$ cat config.mk
export PLATFORM = sky130hd
export DESIGN_NAME = chain_dma_channel
export DESIGN_NICKNAME = d
export VERILOG_FILES = /design/src/rtl/chain_dma_pkg.sv /design/src/rtl/chain_dma_lane.sv /design/src/rtl/chain_dma_irq.sv /design/src/rtl/chain_dma_channel.sv
export SDC_FILE = /design/constraint.sdc
export NUM_CORES = 1
export LEC_CHECK = 0
export BUFFER_PORTS_ARGS = -buffer_cell sky130_fd_sc_hd__buf_2
export CAP_MARGIN = 10
export CORE_ASPECT_RATIO = 1.75
export CORE_MARGIN = 4
export CORE_UTILIZATION = 35
export CTS_CLUSTER_SIZE = 25
export DETAILED_ROUTE_END_ITERATION = 12
export GPL_TIMING_DRIVEN = 0
export SLEW_MARGIN = 20
export SYNTH_ARGS = -nofsm -noshare
export SYNTH_HDL_FRONTEND = slang
export SYNTH_SLANG_ARGS = --single-unit
$ cat constraint.sdc
create_clock -name clk -period 2.8 [get_ports clk]
set_clock_uncertainty 0.05 [all_clocks]
set_input_delay 0.14 -clock clk [delete_from_list [all_inputs] [get_ports clk]]
set_output_delay 0.14 -clock clk [all_outputs]
set_load 0.01 [all_outputs]
$ cat src/rtl/chain_dma_pkg.sv
package chain_dma_pkg;

  typedef enum logic [3:0] {
    S_IDLE, S_FREQ, S_FCAP, S_TREQ, S_TCAP, S_TSEND,
    S_RECV, S_WB, S_NREQ, S_NCAP, S_PARK
  } dma_state_t;

  // status word layout, MSB first
  typedef struct packed {
    logic [11:0] offs;
    logic        done;
    logic        intr;
    logic        eof;
    logic        sof;
    logic [15:0] len;
  } blk_status_t;

  // word offsets inside a control block
  localparam int unsigned OFS_LINK = 0;
  localparam int unsigned OFS_INFO = 2;
  localparam int unsigned OFS_STAT = 6;

endpackage

$ cat src/rtl/chain_dma_lane.sv
module chain_dma_lane #(
  parameter int AW = 10
) (
  input  logic [AW+1:0] byte_addr,
  input  logic [31:0]   rd_word,
  input  logic [7:0]    wr_byte,
  output logic [AW-1:0] word_addr,
  output logic [7:0]    rd_byte,
  output logic [31:0]   wr_word,
  output logic [3:0]    wr_be
);
  localparam int LANES = 4;

  logic [1:0] lane;
  assign lane      = byte_addr[1:0];
  assign word_addr = byte_addr[AW+1:2];
  assign rd_byte   = rd_word[lane*8 +: 8];

  for (genvar g = 0; g < LANES; g++) begin : g_lane
    assign wr_be[g]          = (lane == 2'(g));
    assign wr_word[8*g +: 8] = wr_byte;
  end
endmodule

$ cat src/rtl/chain_dma_irq.sv
module chain_dma_irq (
  input  logic clk,
  input  logic rst,
  input  logic fire,
  input  logic st_intr,
  input  logic st_eof,
  input  logic eof_only,
  output logic irq
);
  always_ff @(posedge clk) begin
    if (rst) irq <= 1'b0;
    else     irq <= fire && st_intr && (!eof_only || st_eof);
  end
endmodule

$ cat src/rtl/chain_dma_channel.sv
module chain_dma_channel
  import chain_dma_pkg::*;
#(
  parameter int AW = 10
) (
  input  logic          clk,
  input  logic          rst,
  input  logic          cfg_extract,
  input  logic          cfg_eof_only,
  input  logic [31:0]   head_lo,
  input  logic [31:0]   head_hi,
  input  logic          act_req,
  input  logic          reload_req,
  input  logic          disable_req,
  input  logic          discard_req,
  output logic          active,
  output logic          parked,
  output logic          irq,
  output logic          mem_req,
  output logic          mem_we,
  output logic [AW-1:0] mem_addr,
  output logic [3:0]    mem_be,
  output logic [31:0]   mem_wdata,
  input  logic [31:0]   mem_rdata,
  output logic          tx_valid,
  output logic [7:0]    tx_data,
  output logic          tx_sof,
  output logic          tx_eof,
  input  logic          tx_ready,
  input  logic          rx_valid,
  input  logic [7:0]    rx_data,
  input  logic          rx_eof,
  output logic          rx_ready
);
  localparam int BAW = AW + 2;

  dma_state_t  state_q;
  logic [AW-1:0]  blk_q;
  logic [1:0]     fidx_q;
  logic [15:0]    info_len_q;
  logic [BAW-1:0] dptr_q;
  blk_status_t    stat_q;
  logic [15:0]    cnt_q;
  logic           eof_seen_q;
  logic           mid_frame_q;
  logic           tx_valid_q, tx_sof_q, tx_eof_q;
  logic [7:0]     tx_data_q;

  logic [BAW-1:0] byte_addr;
  logic [AW-1:0]  lane_word;
  logic [7:0]     rd_byte;
  logic [31:0]    lane_wdata;
  logic [3:0]     lane_be;
  blk_status_t    wb_stat;
  logic           last_tx;
  logic           rx_last;
  logic           unused_hi;

  assign unused_hi = ^{head_hi, head_lo[31:BAW], head_lo[1:0]};

  assign byte_addr = dptr_q + BAW'(stat_q.offs) + BAW'(cnt_q);
  assign last_tx   = (cnt_q + 16'd1 == stat_q.len);
  assign rx_last   = rx_eof || (cnt_q + 16'd1 == info_len_q);

  chain_dma_lane #(.AW(AW)) u_lane (
    .byte_addr (byte_addr),
    .rd_word   (mem_rdata),
    .wr_byte   (rx_data),
    .word_addr (lane_word),
    .rd_byte   (rd_byte),
    .wr_word   (lane_wdata),
    .wr_be     (lane_be)
  );

  // status written back at the end of a block
  always_comb begin
    wb_stat      = stat_q;
    wb_stat.done = 1'b1;
    if (cfg_extract) begin
      wb_stat.len = cnt_q;
      wb_stat.eof = eof_seen_q;
      wb_stat.sof = ~mid_frame_q;
    end
  end

  chain_dma_irq u_irq (
    .clk      (clk),
    .rst      (rst),
    .fire     (state_q == S_WB),
    .st_intr  (wb_stat.intr),
    .st_eof   (wb_stat.eof),
    .eof_only (cfg_eof_only),
    .irq      (irq)
  );

  // memory port, decoded from the state register
  always_comb begin
    mem_req   = 1'b0;
    mem_we    = 1'b0;
    mem_be    = 4'hF;
    mem_wdata = lane_wdata;
    mem_addr  = blk_q + AW'(OFS_LINK);
    case (state_q)
      S_FREQ: begin
        mem_req  = 1'b1;
        mem_addr = blk_q + AW'(OFS_INFO) + AW'({fidx_q, 1'b0});
      end
      S_TREQ: begin
        mem_req  = 1'b1;
        mem_addr = lane_word;
      end
      S_RECV: begin
        mem_req  = rx_valid;
        mem_we   = rx_valid;
        mem_be   = lane_be;
        mem_addr = lane_word;
      end
      S_WB: begin
        mem_req   = 1'b1;
        mem_we    = 1'b1;
        mem_wdata = wb_stat;
        mem_addr  = blk_q + AW'(OFS_STAT);
      end
      S_NREQ: mem_req = 1'b1;
      default: ;
    endcase
  end

  always_ff @(posedge clk) begin
    if (rst) begin
      state_q     <= S_IDLE;
      blk_q       <= '0;
      fidx_q      <= '0;
      info_len_q  <= '0;
      dptr_q      <= '0;
      stat_q      <= '0;
      cnt_q       <= '0;
      eof_seen_q  <= 1'b0;
      mid_frame_q <= 1'b0;
      tx_valid_q  <= 1'b0;
      tx_data_q   <= '0;
      tx_sof_q    <= 1'b0;
      tx_eof_q    <= 1'b0;
    end else begin
      if (discard_req)
        mid_frame_q <= 1'b0;
      else if (state_q == S_WB && cfg_extract)
        mid_frame_q <= ~eof_seen_q;

      if (disable_req) begin
        state_q    <= S_IDLE;
        tx_valid_q <= 1'b0;
        tx_sof_q   <= 1'b0;
        tx_eof_q   <= 1'b0;
      end else begin
        case (state_q)
          S_IDLE: if (act_req) begin
            blk_q   <= head_lo[BAW-1:2];
            fidx_q  <= '0;
            state_q <= S_FREQ;
          end
          S_FREQ: state_q <= S_FCAP;
          S_FCAP: begin
            case (fidx_q)
              2'd0:    info_len_q <= mem_rdata[15:0];
              2'd1:    dptr_q     <= mem_rdata[BAW-1:0];
              default: stat_q     <= blk_status_t'(mem_rdata);
            endcase
            if (fidx_q == 2'd2) begin
              cnt_q      <= '0;
              eof_seen_q <= 1'b0;
              if (cfg_extract)
                state_q <= (info_len_q == 16'd0) ? S_WB : S_RECV;
              else
                state_q <= (mem_rdata[15:0] == 16'd0) ? S_WB : S_TREQ;
            end else begin
              fidx_q  <= fidx_q + 2'd1;
              state_q <= S_FREQ;
            end
          end
          S_TREQ: state_q <= S_TCAP;
          S_TCAP: begin
            tx_valid_q <= 1'b1;
            tx_data_q  <= rd_byte;
            tx_sof_q   <= stat_q.sof && (cnt_q == 16'd0);
            tx_eof_q   <= stat_q.eof && last_tx;
            state_q    <= S_TSEND;
          end
          S_TSEND: if (tx_ready) begin
            tx_valid_q <= 1'b0;
            tx_sof_q   <= 1'b0;
            tx_eof_q   <= 1'b0;
            if (last_tx) state_q <= S_WB;
            else begin
              cnt_q   <= cnt_q + 16'd1;
              state_q <= S_TREQ;
            end
          end
          S_RECV: if (rx_valid) begin
            cnt_q <= cnt_q + 16'd1;
            if (rx_last) begin
              eof_seen_q <= rx_eof;
              state_q    <= S_WB;
            end
          end
          S_WB:   state_q <= S_NREQ;
          S_NREQ: state_q <= S_NCAP;
          S_NCAP: begin
            if (mem_rdata[0]) state_q <= S_PARK;
            else begin
              blk_q   <= mem_rdata[BAW-1:2];
              fidx_q  <= '0;
              state_q <= S_FREQ;
            end
          end
          S_PARK: if (reload_req) state_q <= S_NREQ;
          default: state_q <= S_IDLE;
        endcase
      end
    end
  end

  assign active   = (state_q != S_IDLE);
  assign parked   = (state_q == S_PARK);
  assign rx_ready = (state_q == S_RECV);
  assign tx_valid = tx_valid_q;
  assign tx_data  = tx_data_q;
  assign tx_sof   = tx_sof_q;
  assign tx_eof   = tx_eof_q;
endmodule

==> out/metrics.csv, run 1 <==
stage,metric,value,unit
clocking,Clock Sink Count,105,
synth,"Avg Cell Area, Syn",7.59,µm²
critical_path,CP endpoint,mem_addr[7],
timing,crit path time final,3.31,ns
clocking,Clock Latency Late Sink,0.37,ns
floorplan,initial core utilization,0.355,
place,Setup WS pre-CTS,-1.02,ns
clocking,clk buf depth,2,
power,sequential fraction of design power,0.449,
routing,DRC Markers,0,
floorplan,core region area,20300,µm²
synth,"EDFF count, synth",0,
final_layout,Multi-input gate area,4990,µm²
synth,Netlist Area Pre-Place,7200,µm²
final_layout,"most common cell after layout, fill and taps aside",nand2_1,
timing,Relative slew margins,0.393,
critical_path,CP Capture Type,output port,
power,switching pwr,1.07,mW
power,internal power,2.33,mW
timing,final worst slack,-0.505,ns
power,leakage power,3.82,nW
synth,syn nets,1096,
critical_path,FF-to-FF End,cnt_q[2],
critical_path,CP arrival,3.12,ns
power,Clock Power Share,0.408,
status,status,"complete, but fails checks",
critical_path,critical path start-end classification,flop to output port,
place,RD Place Congestion,0.998,
routing,DR vias,8303,
timing,final setup vio count,23,
job,Max-Cap Viols,0,
global_routing,first-pass GRT wire length,46300,µm
clocking,Root Buffer,clkbuf_16,
status,failing checks,negative setup slack,
critical_path,CP required,2.61,ns
routing,Initial DRC Count,807,
global_routing,largest net degree at the start of global routing,23,
floorplan,IO Pins,178,
timing,Pins Over Slew Limit,0,
floorplan,Die ar.,23000,µm²
routing,DRT antenna net count,0,
power,Power per Cell Area,356,nW/µm²
clocking,clk slew on worst S/H paths,0.09,ns
global_routing,total track usage,0.269,
critical_path,crit path launch,cnt_q[2],
synth,predominant post-synthesis flop cell,dfxtp_1,
final_layout,fin area,9540,µm²
timing,worst-margin pin slew,0.903,ns
floorplan,die height,198,µm
synth,"Async S/R FF share, synth",0,
final_layout,"Area growth, synth to finish",32.6,%
critical_path,R2R Setup Slk,-0.27,ns
routing,DR pass1 iterations,7,
final_layout,layout cells sized above 1,0.261,
timing,final worst path period share,1.18,
global_routing,vias in the first global route,8087,
hold_path,worst hold path class,input port to flop,
critical_path,Crit Path Max Fanout,3,
global_routing,grt ovf,0,
synth,distinct cell type count after synthesis,66,
routing,final wirelength,31800,µm
global_routing,initial antenna violation count,0,
power,Comb pwr share,0.142,
timing,RSZ-0062 raised after global routing,true,
critical_path,Critical Path Start Type,flop,
synth,Yosys warning total,0,
power,largest vdd supply drop,283,µV
synth,cells after synthesis,948,
clocking,H-tree levels,3,
routing,wire length per cell,22.6,µm
place,DP HPWL,23700,µm
place,IO Port Bufs,121,
place,DP Area,8120,µm²
timing,Fin. Hold Viols,0,
power,Power Total,3.40,mW
timing,FMAX,0.303,GHz
floorplan,Cell Rows,69,
critical_path,reg2reg path depth,12,
final_layout,nets,1303,
clocking,CTS tree,done,
synth,sequential fraction of the synthesis area,0.292,
final_layout,diode count,0,
final_layout,Fillers,1966,
final_layout,FF+latch area,2150,µm²
power,switching share of total power,0.315,
critical_path,worst r2r src,cnt_q[10],
floorplan,Die Span X,116,µm
synth,#FFs+latches synth,105,
final_layout,most frequent cells in the layout,"178 x nand2_1, 124 x buf_2, 112 x a21oi_1",
routing,vias per cell,5.90,
clocking,TritonCTS Buffers,9,
[layer usage]
layer,share of wire,track usage,vias up
met5,0,0,-
met4,0.10,0.209,0
met3,0.076,0.0429,192
met2,0.48,0.458,485
met1,0.34,0.288,3865
li1,-,-,3761
[flip-flops by register name, indices dropped and copies added, names as in the netlist]
register / count
cnt_q: 16
tx_eof: 1
blk_q: 10
mid_frame_q: 1
tx_sof: 1
fidx_q: 2
stat_q: 31
state_q: 4
info_len_q: 16
eof_seen_q: 1
tx_valid: 1
u_irq.irq: 1
dptr_q: 12
tx_data: 8
[kinds of logic after synthesis]
logic type      after synthesis  share of synthesized area
flops                       105                      0.292
fa+ha+maj                    33                     0.0709
xor+xnor                     47                     0.0629
mux                          36                     0.0642
simple gates                403                      0.270
buf+inv                      95                     0.0543
compound gates              229                      0.185
[power by group through the flow]
stage          logic [mW]  clock network [mW]  registers, mW
2_1_floorplan       0.221                   0           1.56
3_3_place_gp        0.439                   0           1.57
3_5_place_dp        0.440                   0           1.57
4_1_cts             0.461                1.40           1.53
5_1_grt             0.516                1.46           1.53
6_report            0.483                1.39           1.53
[worst min-delay path by stage]
stage	start	end	slack, ns	depth (start not counted)
2_1_floorplan	discard_req	mid_frame_q	0.17	1
6_report	mem_rdata[30]	stat_q[30]	0.007	3
3_5_place_dp	cfg_eof_only	u_irq.irq	0.29	2
4_1_cts	mem_rdata[30]	stat_q[30]	0.002	3
3_3_place_gp	cfg_eof_only	u_irq.irq	0.29	2
5_1_grt	mem_rdata[30]	stat_q[30]	0.03	3
[area by class of cell]
type                       instances  share of cell area
sequential                       105               0.225
tap                              248              0.0325
buffer                            66              0.0387
multi-input combinational        748               0.523
timing repair buffer             201               0.138
clock inverter                     7             0.00983
inverter                          24             0.00944
clock buffer                       9              0.0236
[timing repair]
| action | CTS | global route |
|---|---|---|
| pin swaps | 43 | 31 |
| hold endpoints to repair | 16 | 0 |
| gates resized for setup | 68 | 76 |
| hold buffers | 16 | 0 |
| cloned | 0 | 2 |
| setup buffers | 42 | 38 |
| endpoints found under the setup margin | 51 | 73 |
[stage by stage]
step	hold WS, ns	utilization	setup TNS (ns)	cells
detailed placement	0.286	0.400	-16.84	1317
global route	0.0332	0.470	-7.24	1408
CTS	0.00177	0.447	-6.16	1384
finish	0.00677	0.470	-5.39	1408
global placement	0.292	0.400	-15.70	1317
floorplan	0.167	-	0	948
[cells in the mapped netlist (6+ instances only)]
library cell,number,area (µm²)
nor4_1,17,106
mux2i_1,27,270
nor2_1,65,244
xor2_1,14,123
nor3_1,10,50.1
a21oi_1,122,611
clkbuf_1,54,203
a211oi_1,9,67.6
buf_2,9,45.0
inv_1,24,90.1
or4_1,8,60.1
and3_1,9,56.3
fa_1,13,260
nand2_1,179,672
ha_1,20,250
xnor2_1,30,263
o21ai_0,45,225
a21o_1,6,45.0
nand4_1,12,75.1
or4b_1,6,60.1
mux4_2,8,180
nand3_1,48,240
nor2b_1,10,62.6
or3_1,6,37.5
dfxtp_1,105,2100
[critical path, cell delays in order (launching register included)]
cell and delay, ns:
dfxtp_4 0.37, fa_1 0.47, buf_4 0.16, fa_2 0.39, a21o_1 0.19, a21oi_2 0.14, o21bai_1 0.09, a21oi_2 0.21
o21ai_1 0.09, o21ai_1 0.11, xor2_1 0.23, o221ai_1 0.14, buf_2 0.17
Note: power is estimated with default switching activity, not from simulation.
==> run 2: changes to the inputs <==
--- a/config.mk
+++ b/config.mk
@@ -13,6 +13,7 @@
 export CTS_CLUSTER_SIZE = 25
 export DETAILED_ROUTE_END_ITERATION = 12
 export GPL_TIMING_DRIVEN = 0
+export SETUP_SLACK_MARGIN = 0.15
 export SLEW_MARGIN = 20
 export SYNTH_ARGS = -nofsm -noshare
 export SYNTH_HDL_FRONTEND = slang
==> run 2 against run 1 <==
  * The run still ends with negative setup slack left
  * Die area unchanged
  * Cell count is 0.28% lower
  * Clock power about the same
  * Critical endpoint is now mem_addr[3]
  * Highest routed layer unchanged
  * Combinational power down 3%
  * Worst setup slack got worse by 0.0047 ns
  * Critical path depth grew 1
  * Critical path type unchanged
  * Via count decreased by 2.1%
==> out/metrics.csv, run 2 (synthesized netlist as in run 1, its figures left out) <==
stage,metric,value,unit
job,Max-Cap Viols,0,
global_routing,initial antenna violation count,0,
critical_path,worst r2r src,cnt_q[1],
timing,crit path time final,3.31,ns
routing,vias per cell,5.79,
final_layout,most frequent cells in the layout,"174 x nand2_1, 125 x buf_2, 111 x a21oi_1",
final_layout,diode count,0,
power,leakage power,3.85,nW
timing,Pins Over Slew Limit,0,
critical_path,critical path start-end classification,flop to output port,
critical_path,CP max stage cell,fa_1,
critical_path,reg2reg path depth,16,
final_layout,Fillers,1998,
clocking,CTS tree,done,
clocking,Clock Sink Count,105,
global_routing,total track usage,0.275,
critical_path,Crit Path Max Fanout,3,
hold_path,Hold Crit Start,mem_rdata[26],
timing,setup TNS,-9.00,ns
routing,final wirelength,32000,µm
global_routing,vias in the first global route,8130,
floorplan,die height,198,µm
place,Setup WS pre-CTS,-0.683,ns
timing,FMAX,0.302,GHz
clocking,H-tree levels,3,
critical_path,CP required,2.61,ns
final_layout,biggest regs,"stat_q (31), cnt_q (16), info_len_q (16)",
global_routing,largest net degree at the start of global routing,19,
place,RD Place Congestion,1.06,
timing,final worst path period share,1.18,
final_layout,fin area,9700,µm²
critical_path,Critical Path Start Type,flop,
timing,RSZ-0062 raised after global routing,true,
routing,DRC Markers,0,
hold_path,worst hold path class,input port to flop,
clocking,clk buf depth,2,
floorplan,core region area,20300,µm²
critical_path,worst path cell trace,"fa_1, ha_1, a21o_1, a21oi_2, buf_4, buf_4, buf_4, buf_4, buf_4, buf_4, xnor2_1, o21ai_0, buf_2",
floorplan,Cell Rows,69,
routing,DRT antenna net count,0,
clocking,Root Buffer,clkbuf_16,
hold_path,Hold Crit Endpoint,stat_q[26],
floorplan,initial core utilization,0.355,
critical_path,CP arrival,3.12,ns
clocking,TritonCTS Buffers,9,
place,DP HPWL,24500,µm
final_layout,layout cells sized above 1,0.288,
timing,Relative slew margins,0.406,
place,DP Area,8170,µm²
critical_path,CP Capture Type,output port,
final_layout,nets,1299,
hold_path,worst hold path cell count,3,
clocking,Clock Latency Late Sink,0.36,ns
timing,worst-margin pin slew,0.887,ns
critical_path,Critical Path Max Stage Delay,0.46,ns
routing,DR vias,8127,
timing,final setup vio count,27,
floorplan,IO Pins,178,
global_routing,grt ovf,0,
routing,wire length per cell,22.8,µm
final_layout,Largest Register,stat_q,
floorplan,Die Span X,116,µm
critical_path,R2R Setup Slk,-0.43,ns
status,failing checks,negative setup slack,
final_layout,max FFs per register,31,
timing,Fin. Hold Viols,0,
power,largest vdd supply drop,279,µV
critical_path,FF-to-FF End,cnt_q[2],
final_layout,"most common cell after layout, fill and taps aside",nand2_1,
floorplan,Die ar.,23000,µm²
place,IO Port Bufs,121,
final_layout,"Area growth, synth to finish",34.8,%
status,status,"complete, but fails checks",
clocking,clk slew on worst S/H paths,0.08,ns
critical_path,critical path's most frequent cell,buf_4,
power,Power per Cell Area,348,nW/µm²
routing,DR pass1 iterations,7,
routing,Initial DRC Count,646,
timing,final worst slack,-0.510,ns
global_routing,first-pass GRT wire length,47100,µm
==> run 2: report_power, final <==
| group | internal [mW] | switching (mW) | total (mW) |
|---|---|---|---|
| combinational | 0.170 | 0.300 | 0.470 |
| sequential | 1.50 | 0.0255 | 1.53 |
| clock | 0.731 | 0.645 | 1.38 |
==> run 2: final cells by class <==
type	instances	area (µm²)	share of cell area
multi-input combinational	748	5160	0.533
inverter	24	92.6	0.00955
clock inverter	6	73.8	0.00761
buffer	71	397	0.0409
timing repair buffer	192	1280	0.132
tap	248	310	0.0320
clock buffer	10	239	0.0246
sequential	105	2140	0.221
==> run 2: worst max-delay path: cells and delay by family (launching register included) <==
family | cells | cell delay, ns
DFF | 1 | 0.42
AOI/OAI and AO/OA | 3 | 0.36
adders and majority gates | 2 | 0.88
buffers and inverters | 7 | 0.91
xor gates and xnor gates | 1 | 0.20
==> run 2: through the flow <==
step                      hold WS [ns]  power [mW]  utilization  std cells
after CTS                      0.00158        3.38        0.459       1391
after global placement           0.294        2.00        0.403       1317
after floorplan                  0.167        1.79            -        948
after global routing            0.0202        3.48        0.478       1404
after detailed placement         0.295        2.00        0.403       1317
final                          0.00337        3.38        0.478       1404
==> run 2: worst max path at each step <==
| stage | cells after the start | endpoint | slack (ns) | start |
|---|---|---|---|---|
| after floorplan | 10 | mem_addr[8] | 0.07 | cnt_q[2] |
| after global placement | 11 | cnt_q[12] | -1.04 | cnt_q[7] |
| after detailed placement | 11 | cnt_q[12] | -0.68 | cnt_q[7] |
| after CTS | 12 | mem_addr[7] | -0.50 | stat_q[22] |
| after global routing | 12 | mem_addr[7] | -0.62 | stat_q[22] |
| final | 13 | mem_addr[3] | -0.51 | stat_q[23] |
==> run 2: repair_timing <==
| item | CTS | global route |
|---|---|---|
| gates resized for setup | 101 | 78 |
| endpoints found under the setup margin | 86 | 91 |
| hold endpoints to repair | 12 | 0 |
| hold buffers | 12 | 0 |
| pin swaps | 46 | 51 |
| gates cloned | 2 | 0 |
| buffers inserted | 44 | 13 |
==> run 2: routing by layer <==
metal	routed length (µm)	share of wire	track usage
met5	0	0	0
met2	16200	0.51	0.481
met1	11100	0.35	0.290
met4	2740	0.085	0.202
met3	2030	0.063	0.0420
